==> src/rtl/hkt_pkg.sv <==
package hkt_pkg;

   typedef enum logic {
      HT_IDLE = 1'b0,
      HT_RUN  = 1'b1
   } hold_state_t;

   // Counter width able to hold the values 0 .. n-1
   function automatic int cnt_bits(input int n);
      return (n <= 2) ? 1 : $clog2(n);
   endfunction

endpackage

==> src/rtl/hkt_edge.sv <==
module hkt_edge #(
   parameter int W = 1
) (
   input  logic         clk,
   input  logic         rst_n,
   input  logic [W-1:0] lvl_i,
   output logic [W-1:0] rise_o
);

   logic [W-1:0] lvl_q;

   always_ff @(posedge clk) begin
      if (!rst_n) lvl_q <= '0;
      else        lvl_q <= lvl_i;
   end

   for (genvar g = 0; g < W; g++) begin : g_bit
      assign rise_o[g] = lvl_i[g] & ~lvl_q[g];
   end

endmodule

==> src/rtl/hkt_hold_timer.sv <==
module hkt_hold_timer
   import hkt_pkg::*;
#(
   parameter int HOLD_TICKS = 8000
) (
   input  logic clk,
   input  logic rst_n,
   input  logic start_i,
   input  logic hold_i,
   input  logic tick_i,
   output logic done_o
);

   localparam int CW = cnt_bits(HOLD_TICKS);
   localparam logic [CW-1:0] LAST = CW'(HOLD_TICKS - 1);

   hold_state_t   st_q;
   logic [CW-1:0] cnt_q;
   logic          at_last;

   assign at_last = (cnt_q == LAST);
   assign done_o  = (st_q == HT_RUN) && !start_i && hold_i && tick_i && at_last;

   always_ff @(posedge clk) begin
      if (!rst_n) begin
         st_q  <= HT_IDLE;
         cnt_q <= '0;
      end else if (start_i) begin
         st_q  <= HT_RUN;
         cnt_q <= '0;
      end else if (st_q == HT_RUN) begin
         if (!hold_i) begin
            st_q  <= HT_IDLE;
            cnt_q <= '0;
         end else if (tick_i) begin
            if (at_last) begin
               st_q  <= HT_IDLE;
               cnt_q <= '0;
            end else begin
               cnt_q <= cnt_q + 1'b1;
            end
         end
      end
   end

endmodule

==> src/rtl/hkt_kill_flag.sv <==
module hkt_kill_flag (
   input  logic clk,
   input  logic rst_n,
   input  logic set_i,
   input  logic clr_i,
   output logic flag_o
);

   always_ff @(posedge clk) begin
      if (!rst_n)     flag_o <= 1'b0;
      else if (set_i) flag_o <= 1'b1;
      else if (clr_i) flag_o <= 1'b0;
   end

endmodule

==> src/rtl/hold_kill_ctl.sv <==
module hold_kill_ctl #(
   parameter int HOLD_TICKS  = 8000,
   parameter bit LID_WAKE_EN = 1'b1
) (
   input  logic clk,
   input  logic rst_n,
   input  logic tick_i,
   input  logic btn_i,
   input  logic lid_i,
   input  logic all_off_i,
   input  logic kill_now_i,
   input  logic kill_clr_i,
   output logic pwr_on_o,
   output logic kill_flag_o
);

   localparam int NSRC = 2;
   localparam int BTN  = 0;
   localparam int LID  = 1;

   if (HOLD_TICKS < 2) begin : g_bad_hold
      $error("HOLD_TICKS must be at least 2");
   end

   logic [NSRC-1:0] lvl;
   logic [NSRC-1:0] rise;
   logic [NSRC-1:0] wake_mask;
   logic            hold_done;
   logic            pwr_q;

   assign lvl[BTN] = btn_i;
   assign lvl[LID] = lid_i;

   hkt_edge #(.W(NSRC)) u_edge (
      .clk    (clk),
      .rst_n  (rst_n),
      .lvl_i  (lvl),
      .rise_o (rise)
   );

   assign wake_mask[BTN] = 1'b1;
   if (LID_WAKE_EN) begin : g_lid_wake
      assign wake_mask[LID] = 1'b1;
   end else begin : g_no_lid_wake
      assign wake_mask[LID] = 1'b0;
   end

   always_ff @(posedge clk) begin
      if (!rst_n) pwr_q <= 1'b0;
      else        pwr_q <= all_off_i && |(rise & wake_mask);
   end
   assign pwr_on_o = pwr_q;

   hkt_hold_timer #(.HOLD_TICKS(HOLD_TICKS)) u_timer (
      .clk     (clk),
      .rst_n   (rst_n),
      .start_i (rise[BTN]),
      .hold_i  (btn_i),
      .tick_i  (tick_i),
      .done_o  (hold_done)
   );

   hkt_kill_flag u_flag (
      .clk    (clk),
      .rst_n  (rst_n),
      .set_i  (kill_now_i | hold_done),
      .clr_i  (kill_clr_i),
      .flag_o (kill_flag_o)
   );

endmodule


==> config.mk <==
export PLATFORM = sky130hd
export DESIGN_NAME = hold_kill_ctl
export DESIGN_NICKNAME = d
export VERILOG_FILES = /design/src/rtl/hkt_pkg.sv /design/src/rtl/hkt_edge.sv /design/src/rtl/hkt_hold_timer.sv /design/src/rtl/hkt_kill_flag.sv /design/src/rtl/hold_kill_ctl.sv
export SDC_FILE = /design/constraint.sdc
export NUM_CORES = 1
export LEC_CHECK = 0
export ABC_CLOCK_PERIOD_IN_PS = 1600
export CAP_MARGIN = 20
export CORE_MARGIN = 4
export CORE_UTILIZATION = 38
export CTS_CLUSTER_DIAMETER = 50
export DETAILED_ROUTE_END_ITERATION = 16
export DONT_BUFFER_PORTS = 1
export GPL_TIMING_DRIVEN = 0
export PLACE_DENSITY_LB_ADDON = 0.1
export SLEW_MARGIN = 20
export SYNTH_ARGS = -nofsm -noshare
export SYNTH_HDL_FRONTEND = slang
export SYNTH_SLANG_ARGS = --single-unit
==> constraint.sdc <==
create_clock -name clk -period 1.6 [get_ports clk]
set_input_delay 0.16 -clock clk [delete_from_list [all_inputs] [get_ports clk]]
set_output_delay 0.16 -clock clk [all_outputs]
set_load 0.05 [all_outputs]
==> flow_summary.yaml, run 1 <==
status:
  outcome: "finished clean"
drt:
  drtAntennaViolNets: 0
  first_pass_iters: 4
  drc: 0
  num_vias: 850
  drt-total-wl_microns: 2130
  vias_per_cell: 5.78
  wl_per_cell_microns: 14.5
  drtIter0Drc: 22
power:
  power.switching_mw: 0.204
  seq_power_share_pct: 57.1
  irDropWorstVdd_v: 0.000355
  clkPwrFrac_pct: 34.9
  swShare_pct: 24.5
  p_total_mw: 0.831
  power_per_cell_area_nw_per_um2: 706
  internal_power_mw: 0.627
  p_leak_nw: 0.406
  comb_power_share_pct: 7.9
yosys:
  yosys.area.top_type_share_pct: 36.9
  avgSynthCellArea_sq_um: 9.38
  synthFlopType: "dfxtp_1"
  synthTopCellsByCount: "dfxtp_1 (18), a21oi_1 (8), nand4_1 (7), nand2_1 (6)"
  synth.distinct_cells: 39
  yosys_warnings: 0
  syn_nets: 113
  ys_ff_latch: 18
  synth_edf_count: 0
  synth_area_sq_um: 976
  synthTopCellsByArea: "dfxtp_1 (37%), nand4_1 (4.5%), xor2_1 (4.5%), a21oi_1 (4.1%), a22oi_2 (3.8%)"
  async_reset_ff_share_pct: 0
  synth_largest_area_cell: "dfxtp_1"
  seq_area_frac_synth_pct: 36.9
  synth.most_common_cell: "dfxtp_1"
  synthCells: 104
floorplanning:
  start_util_pct: 39.8
  die_h_microns: 58.7
  coreArea_sq_um: 2450
  die_area_sq_um: 3440
  num_rows: 18
  ios: 10
  die_w_microns: 58.7
final_layout:
  diodes: 0
  ff_latch_area_sq_um: 363
  nets: 127
  final_cells: 147
  multi_input_area_sq_um: 609
  areaGrowthSynthToFinish_pct: 20.5
  final_core_util_pct: 47.9
  drive_above_1_share_pct: 25.6
  fillers: 237
cts:
  cts_tree: "yes"
  numCtsBuffers: 3
  cts_sinks: 18
  clk_latency_ns: 0.30
  htreeDepth: 1
  cts.clk_slew.worst_paths_ns: 0.11
  root_buffer: "clkbuf_4"
  clockBufferDepth: 2
grt:
  grt_first_pass_wirelength_microns: 3690
  grt_pass1_vias: 813
  antenna_found_initial: 0
  grt_usage_pct: 13.9
  overflow: 0
  grt_max_degree: 11
timing:
  hold_viol: 0
  grt_setup_unrepaired: "true"
  drv_slew: 0
  finalSetupViolCount: 0
  setup-tns-final_ns: 0
  fin_skew_ns: 0.00149
  period_minus_slack_ns: 1.55
  slew_headroom_pct: 63.6
  period_share_pct: 96.7
  fmax_ghz: 0.646
  worst_pin_slew_ns: 0.546
worst_hold_path:
  hold_class: "input port to register"
placed_design:
  io_buffers: 0
  dpl.cell_count: 134
  dpl.hpwl_microns: 1510
  place_congestion: 0.739
worst_setup_path:
  cp-end-kind: "register"
  crit_arrival_ns: 1.78
  worstSetupStartpointType: "register"
  cp.required_ns: 1.84
  worstPathMaxFanout: 5
  crit_type: "register to register"
flow_run:
  drv_cap: 0
==> per-stage QoR <==
stage / setup slack [ns] / instance area [sq um] / hold slack (ns)
finish: 0.0523 / 1180 / 0.0278
global route: -0.0434 / 1180 / 0.0410
CTS: 0.00317 / 1150 / 0.0198
detailed placement: -0.193 / 1010 / 0.289
global placement: -0.171 / 1010 / 0.282
floorplan: 0.0644 / 976 / 0.276
==> worst max-delay path, stage by stage, from the launching register on <==
cell     delay, ns
dfxtp_2       0.37
buf_4         0.11
and3_4        0.21
nand3_4       0.11
or4_1         0.53
a22oi_2       0.15
==> power by group through the flow <==
| stage | registers [mW] | clock network (mW) | logic, mW |
|---|---|---|---|
| 6_report | 0.474 | 0.290 | 0.0660 |
| 5_1_grt | 0.476 | 0.314 | 0.0726 |
| 4_1_cts | 0.475 | 0.296 | 0.0644 |
| 3_5_place_dp | 0.484 | 0 | 0.0492 |
| 3_3_place_gp | 0.484 | 0 | 0.0492 |
| 2_1_floorplan | 0.482 | 0 | 0.0407 |
==> flip-flops by register name (all words and copies together), names as in the netlist <==
register,flops
u_timer.cnt_q,13
u_flag.flag_o,1
u_edge.lvl_q,2
pwr_on_o,1
u_timer.st_q,1
==> worst paths after layout <==
| kind | cells after the start | endpoint | startpoint | slack [ns] |
|---|---|---|---|---|
| setup / recovery | 5 | u_timer.cnt_q[11] | u_timer.cnt_q[1] | 0.05 |
| hold / removal | 2 | pwr_on_o | btn_i | 0.03 |
| setup reg to reg | 5 | u_timer.cnt_q[11] | u_timer.cnt_q[1] | 0.05 |
| hold reg to reg | 2 | pwr_on_o | u_edge.lvl_q[1] | 0.50 |
==> per-layer routing <==
metal  GRT usage [%]  vias up  part of all wire (%)
li1                -      425                     -
met3            2.63        5                   3.7
met4            6.80        0                   1.7
met2            22.8       15                    46
met5               0        -                     0
met1            17.5      405                    48
==> what timing repair did <==
item / 4_1_cts / 5_1_grt
pin swaps: 2 / 2
setup buffers: 4 / 0
setup endpoints to repair: 12 / 13
hold buffers: 5 / 0
endpoints found under the hold margin: 5 / 0
resized for setup: 5 / 8
==> cells by family (layout without fill, tap and decap cells) <==
kind of cell | count (synthesis) | count (layout) | synth area share [%]
fa+ha+maj | 1 | 1 | 1.28
compound gates | 26 | 26 | 20.6
flops | 18 | 18 | 36.9
buf+inv | 9 | 22 | 4.62
simple gates | 42 | 42 | 29.1
xor+xnor | 6 | 6 | 5.38
mux | 2 | 2 | 2.05
==> placed cells by master (no fill, tap or decap), drive strengths merged <==
cell         synthesis  routed
o2bb2a               1       1
nor2b                1       1
a22oi                4       4
clkbuf               2       6
nand3                5       5
xnor2                1       1
or2b                 1       1
or4                  4       4
a21boi               1       1
nor3                 1       1
o2111ai              1       1
and4                 2       2
a311oi               1       1
o21ai                2       2
and2                 5       5
and3                 2       2
nand4                7       7
ha                   1       1
a41oi                2       2
o31a                 1       1
inv                  5       5
buf                  2       6
nor4b                1       1
nor4                 1       1
a21oi                8       8
and4bb               1       1
xor2                 5       5
nand2b               4       4
a31o                 1       1
nand2                7       7
o31ai                4       4
mux2i                2       2
dfxtp               18      18
dlygate4sd3          0       5
==> final cells by class <==
class | count | share of cell area (%)
timing repair buffer | 9 | 6.81
inverter | 5 | 1.60
clock buffer | 4 | 3.09
multi-input combinational | 77 | 51.8
tap | 30 | 3.19
sequential | 18 | 30.9
buffer | 4 | 2.66
(Power assumes the default switching activity.)
==> run 2: changes to the inputs <==
--- a/config.mk
+++ b/config.mk
@@ -5,10 +5,10 @@
 export SDC_FILE = /design/constraint.sdc
 export NUM_CORES = 1
 export LEC_CHECK = 0
-export ABC_CLOCK_PERIOD_IN_PS = 1600
+export ABC_CLOCK_PERIOD_IN_PS = 1800
 export CAP_MARGIN = 20
 export CORE_MARGIN = 4
-export CORE_UTILIZATION = 38
+export CORE_UTILIZATION = 23
 export CTS_CLUSTER_DIAMETER = 50
 export DETAILED_ROUTE_END_ITERATION = 16
 export DONT_BUFFER_PORTS = 1
==> constraint.sdc (replaced) <==
create_clock -name clk -period 1.8 [get_ports clk]
set_input_delay 0.18 -clock clk [delete_from_list [all_inputs] [get_ports clk]]
set_output_delay 0.18 -clock clk [all_outputs]
set_load 0.05 [all_outputs]
==> run 2 against run 1 <==
Effect of this change:
- wire length grew 3.3%
- clock power rose by 16%
- sequential power is 11% lower
- critical path depth is 1 higher
- combinational power decreased by 31%
- power decreased by 3.5%
- die area grew 55%
- via count shrank 6.7%
- register-to-register slack improved by 0.08 ns
- sequential cell count unchanged
- critical endpoint is now u_timer.cnt_q[9]
==> flow_summary.yaml, run 2 (synthesis gave the netlist of run 1 again) <==
status:
  outcome: "finished clean"
drt:
  drtIter0Drc: 49
  drc: 0
  vias_per_cell: 4.96
  drt-total-wl_microns: 2200
  first_pass_iters: 4
  wl_per_cell_microns: 13.8
  drtAntennaViolNets: 0
  num_vias: 793
cts:
  numCtsBuffers: 3
  clockBufferDepth: 2
  cts_tree: "yes"
  cts_hold_buf: 0
  cts_sinks: 18
  root_buffer: "clkbuf_8"
  htreeDepth: 1
  cts.clk_slew.worst_paths_ns: 0.07
  clk_latency_ns: 0.25
final_layout:
  areaGrowthSynthToFinish_pct: 14.0
  final_core_util_pct: 27.4
  final_cell_mix: "dfxtp_1 (18), a21oi_1 (8), nand4_1 (7)"
  largest_register: "u_timer.cnt_q"
  fin_area_sq_um: 1110
  final_cells: 160
  ff_latch_area_sq_um: 360
  fillers: 441
  nets: 120
  largest_register_ffs: 13
  final_common_cell: "dfxtp_1"
  drive_above_1_share_pct: 18.2
  multi_input_area_sq_um: 571
  reg_top3: "u_timer.cnt_q x13, u_edge.lvl_q x2"
  diodes: 0
worst_setup_path:
  crit_type: "register to register"
  worstPathMaxFanout: 10
  endpoint: "u_timer.cnt_q[9]"
  r2r_slack_ns: 0.13
  cp_slowest_cell: "dfxtp_1"
  cp.depth: 6
  cp.required_ns: 1.91
  crit_arrival_ns: 1.78
  cp-end-kind: "register"
  reg2reg_from: "u_timer.cnt_q[0]"
  crit_chain: "ha_1 > and4bb_2 > nand4_1 > o2111ai_2 > buf_6 > a22oi_1"
  cp_top_family: "simple AND/OR/NAND/NOR gates"
  critPathMaxStageDelay_ns: 0.38
  crit_start: "u_timer.cnt_q[0]"
  r2r-end: "u_timer.cnt_q[9]"
  critPathBufInv: 1
  r2r_cells: 6
  worstSetupStartpointType: "register"
timing:
  whs_ns: 0.0356
  slew_headroom_pct: 63.8
  fin_skew_ns: 0.00288
  finalSetupViolCount: 0
  worst_pin_slew_ns: 0.543
  fmax_ghz: 0.600
  drv_slew: 0
  setup-tns-final_ns: 0
  period_share_pct: 92.6
  period_minus_slack_ns: 1.67
  hold_viol: 0
  grt_setup_unrepaired: "false"
  fin_ws_ns: 0.134
grt:
  grt_max_degree: 11
  grt_pass1_vias: 760
  overflow: 0
  grt_usage_pct: 9.39
  antenna_found_initial: 0
  grt_first_pass_wirelength_microns: 3900
floorplanning:
  ios: 10
  die_h_microns: 73.1
  coreArea_sq_um: 4060
  start_util_pct: 24.1
  die_area_sq_um: 5350
  die_w_microns: 73.1
  num_rows: 23
placed_design:
  placed_area_sq_um: 1040
  dpl.hpwl_microns: 1600
  place_congestion: 0.704
  pre_cts_ws_ns: 0.0136
  io_buffers: 0
  dpl.cell_count: 154
power:
  p_total_mw: 0.801
  irDropWorstVdd_v: 0.000250
  p_leak_nw: 0.383
  power_per_cell_area_nw_per_um2: 720
worst_hold_path:
  hold_class: "input port to register"
flow_run:
  drv_cap: 0
[run 2: what timing repair did]
item,CTS,global route
pin swaps,0,2
endpoints found under the setup margin,1,10
setup buffers,0,2
endpoints found under the hold margin,0,0
gates resized for setup,1,0
[run 2: area by class of cell]
type	instances	share of cell area (%)
sequential	18	32.4
multi-input combinational	77	51.3
tap	50	5.62
buffer	4	2.70
timing repair buffer	2	1.35
inverter	5	1.69
clock buffer	4	4.95
[run 2: worst min path at each step]
stage,slack (ns),to,depth (start not counted),start
floorplan,0.30,pwr_on_o,2,rst_n
global placement,0.30,pwr_on_o,2,rst_n
detailed placement,0.30,pwr_on_o,2,rst_n
CTS,0.03,pwr_on_o,2,rst_n
global route,0.04,pwr_on_o,2,rst_n
finish,0.04,pwr_on_o,2,rst_n
[run 2: power breakdown]
| part | total [mW] | switching (mW) | leakage [nW] | internal, mW |
|---|---|---|---|---|
| Sequential | 0.421 | 0.0153 | 0.146 | 0.406 |
| Clock | 0.335 | 0.141 | 0.0288 | 0.194 |
| Combinational | 0.0454 | 0.0268 | 0.208 | 0.0186 |
| Total | 0.801 | 0.183 | 0.383 | 0.619 |
[run 2: per-layer routing]
layer	wire length (microns)	track usage, %	part of all wire [%]
met3	93	2.89	4.2
met2	937	13.3	43
met1	1150	13.1	52
met5	0	0	0
met4	28	3.69	1.3
[run 2: worst reg2reg max path: cells and delay by family, from the launching register on]
family / cells / cell delay (ns)
adder cells (fa/ha/maj): 1 / 0.20
buffers and inverters: 1 / 0.19
AO/OA/AOI/OAI: 2 / 0.37
AND/OR/NAND/NOR: 2 / 0.39
flip-flops: 1 / 0.38
==> run 3: changes to the inputs <==
--- a/config.mk
+++ b/config.mk
@@ -12,7 +12,6 @@
 export CTS_CLUSTER_DIAMETER = 50
 export DETAILED_ROUTE_END_ITERATION = 16
 export DONT_BUFFER_PORTS = 1
-export GPL_TIMING_DRIVEN = 0
 export PLACE_DENSITY_LB_ADDON = 0.1
 export SLEW_MARGIN = 20
 export SYNTH_ARGS = -nofsm -noshare
==> run 3 against run 2 <==
Effect of this change:
- sequential cell count stayed put
- final cell count is 0.63% lower
- clock-buffer cell count stayed put
- wire length is 0.41% higher
- first-iteration DRC count is 24% lower
- non-clock buffer count is 1 lower
- largest cell class unchanged
- die area stayed put
- register-to-register slack better by 0.03 ns
- highest routed layer unchanged
- clock skew is 0.00063 ns higher
==> flow_summary.yaml, run 3 (synthesis gave the netlist of run 1 again) <==
status:
  outcome: "finished clean"
final_layout:
  fillers: 434
  final_common_cell: "dfxtp_1"
  largest_register: "u_timer.cnt_q"
  drive_above_1_share_pct: 19.3
  final_cell_mix: "dfxtp_1 (18), a21oi_1 (8), nand4_1 (7)"
  largest_register_ffs: 13
  final_core_util_pct: 27.2
  diodes: 0
  multi_input_area_sq_um: 571
  reg_top3: "u_timer.cnt_q x13, u_edge.lvl_q x2"
  areaGrowthSynthToFinish_pct: 13.2
  nets: 119
  ff_latch_area_sq_um: 360
power:
  p_leak_nw: 0.383
  clkPwrFrac_pct: 41.9
  irDropWorstVdd_v: 0.000255
  power.switching_mw: 0.184
  internal_power_mw: 0.620
  seq_power_share_pct: 52.4
  power_per_cell_area_nw_per_um2: 727
  comb_power_share_pct: 5.7
  swShare_pct: 22.9
timing:
  fmax_ghz: 0.612
  finalSetupViolCount: 0
  whs_ns: 0.0289
  fin_skew_ns: 0.00351
  grt_setup_unrepaired: "false"
  period_minus_slack_ns: 1.63
  worst_pin_slew_ns: 0.488
  period_share_pct: 90.8
  setup-tns-final_ns: 0
  drv_slew: 0
  hold_viol: 0
  slew_headroom_pct: 67.4
floorplanning:
  die_area_sq_um: 5350
  num_rows: 23
  die_h_microns: 73.1
  ios: 10
  start_util_pct: 24.1
  die_w_microns: 73.1
  coreArea_sq_um: 4060
drt:
  first_pass_iters: 4
  wl_per_cell_microns: 13.9
  num_vias: 812
  drtAntennaViolNets: 0
  drt-total-wl_microns: 2210
  drtIter0Drc: 37
  vias_per_cell: 5.11
  drc: 0
worst_hold_path:
  hp-start: "rst_n"
  hold-path-endpoint: "pwr_on_o"
  hold_class: "input port to register"
  hold_depth: 2
flow_run:
  drv_cap: 0
worst_setup_path:
  r2r_slack_ns: 0.17
  crit_type: "register to register"
  critPathMaxStageDelay_ns: 0.45
  crit_chain: "ha_1 > and2_1 > nand3_1 > or4_1 > a22oi_2"
  cp_slowest_cell: "or4_1"
  worstPathMaxFanout: 5
  worstSetupStartpointType: "register"
  reg2reg_from: "u_timer.cnt_q[0]"
  r2r-end: "u_timer.cnt_q[12]"
  cp.required_ns: 1.99
  crit_arrival_ns: 1.82
  r2r_cells: 5
  cp-end-kind: "register"
cts:
  clockBufferDepth: 2
  cts_sinks: 18
  htreeDepth: 1
  root_buffer: "clkbuf_8"
  clk_latency_ns: 0.26
  numCtsBuffers: 3
  postCtsSetupBuffers: 0
  cts_hold_buf: 0
  post_cts_resized: 0
  cts.clk_slew.worst_paths_ns: 0.07
  cts_tree: "yes"
placed_design:
  io_buffers: 0
  place_congestion: 0.676
  dpl.hpwl_microns: 1650
grt:
  grt_first_pass_wirelength_microns: 3840
  antenna_found_initial: 0
  grt_pass1_vias: 782
  overflow: 0
  grt_usage_pct: 9.35
  grt_max_degree: 12
[run 3: area by class of cell]
| class | count | share of cell area (%) |
|---|---|---|
| inverter | 5 | 1.70 |
| clock buffer | 4 | 4.98 |
| tap | 50 | 5.66 |
| timing repair buffer | 5 | 3.40 |
| sequential | 18 | 32.6 |
| multi-input combinational | 77 | 51.6 |
[run 3: critical path, delay by kind of cell (launching register included)]
family / cells / cell delay [ns]
AOI/OAI and AO/OA: 1 / 0.15
adders and majority gates: 1 / 0.19
DFF: 1 / 0.36
and+or+nand+nor: 3 / 0.86
[run 3: worst max-delay path by stage]
stage / startpoint / to / cells past startpoint
2_1_floorplan: u_timer.cnt_q[0] / u_timer.cnt_q[9] / 6
3_3_place_gp: u_timer.cnt_q[0] / u_timer.cnt_q[9] / 6
3_5_place_dp: u_timer.cnt_q[0] / u_timer.cnt_q[9] / 6
4_1_cts: u_timer.cnt_q[0] / u_timer.cnt_q[9] / 6
5_1_grt: u_timer.cnt_q[0] / u_timer.cnt_q[9] / 6
6_report: u_timer.cnt_q[0] / u_timer.cnt_q[12] / 5
[run 3: through the flow]
stage          total power [mW]  cell area (sq um)  std cells  setup slack, ns
3_5_place_dp              0.477               1050        155            0.140
6_report                  0.804               1100        159            0.166
4_1_cts                   0.818               1100        159            0.137
2_1_floorplan             0.465                976        104            0.264
5_1_grt                   0.842               1100        159          0.00165
3_3_place_gp              0.477               1050        155            0.174
[run 3: per-layer routing]
layer | part of all wire (%) | vias up | GRT usage [%]
li1 | - | 409 | -
met1 | 50 | 391 | 12.0
met5 | 0 | - | 0
met3 | 2.2 | 5 | 2.20
met4 | 1.9 | 0 | 4.30
met2 | 46 | 7 | 14.7
[run 3: power by group through the flow]
stage / combinational (mW) / clock [mW] / sequential, mW
4_1_cts: 0.0467 / 0.350 / 0.421
5_1_grt: 0.0516 / 0.368 / 0.422
6_report: 0.0459 / 0.337 / 0.421
2_1_floorplan: 0.0362 / 0 / 0.429
3_3_place_gp: 0.0460 / 0 / 0.431
3_5_place_dp: 0.0464 / 0 / 0.431
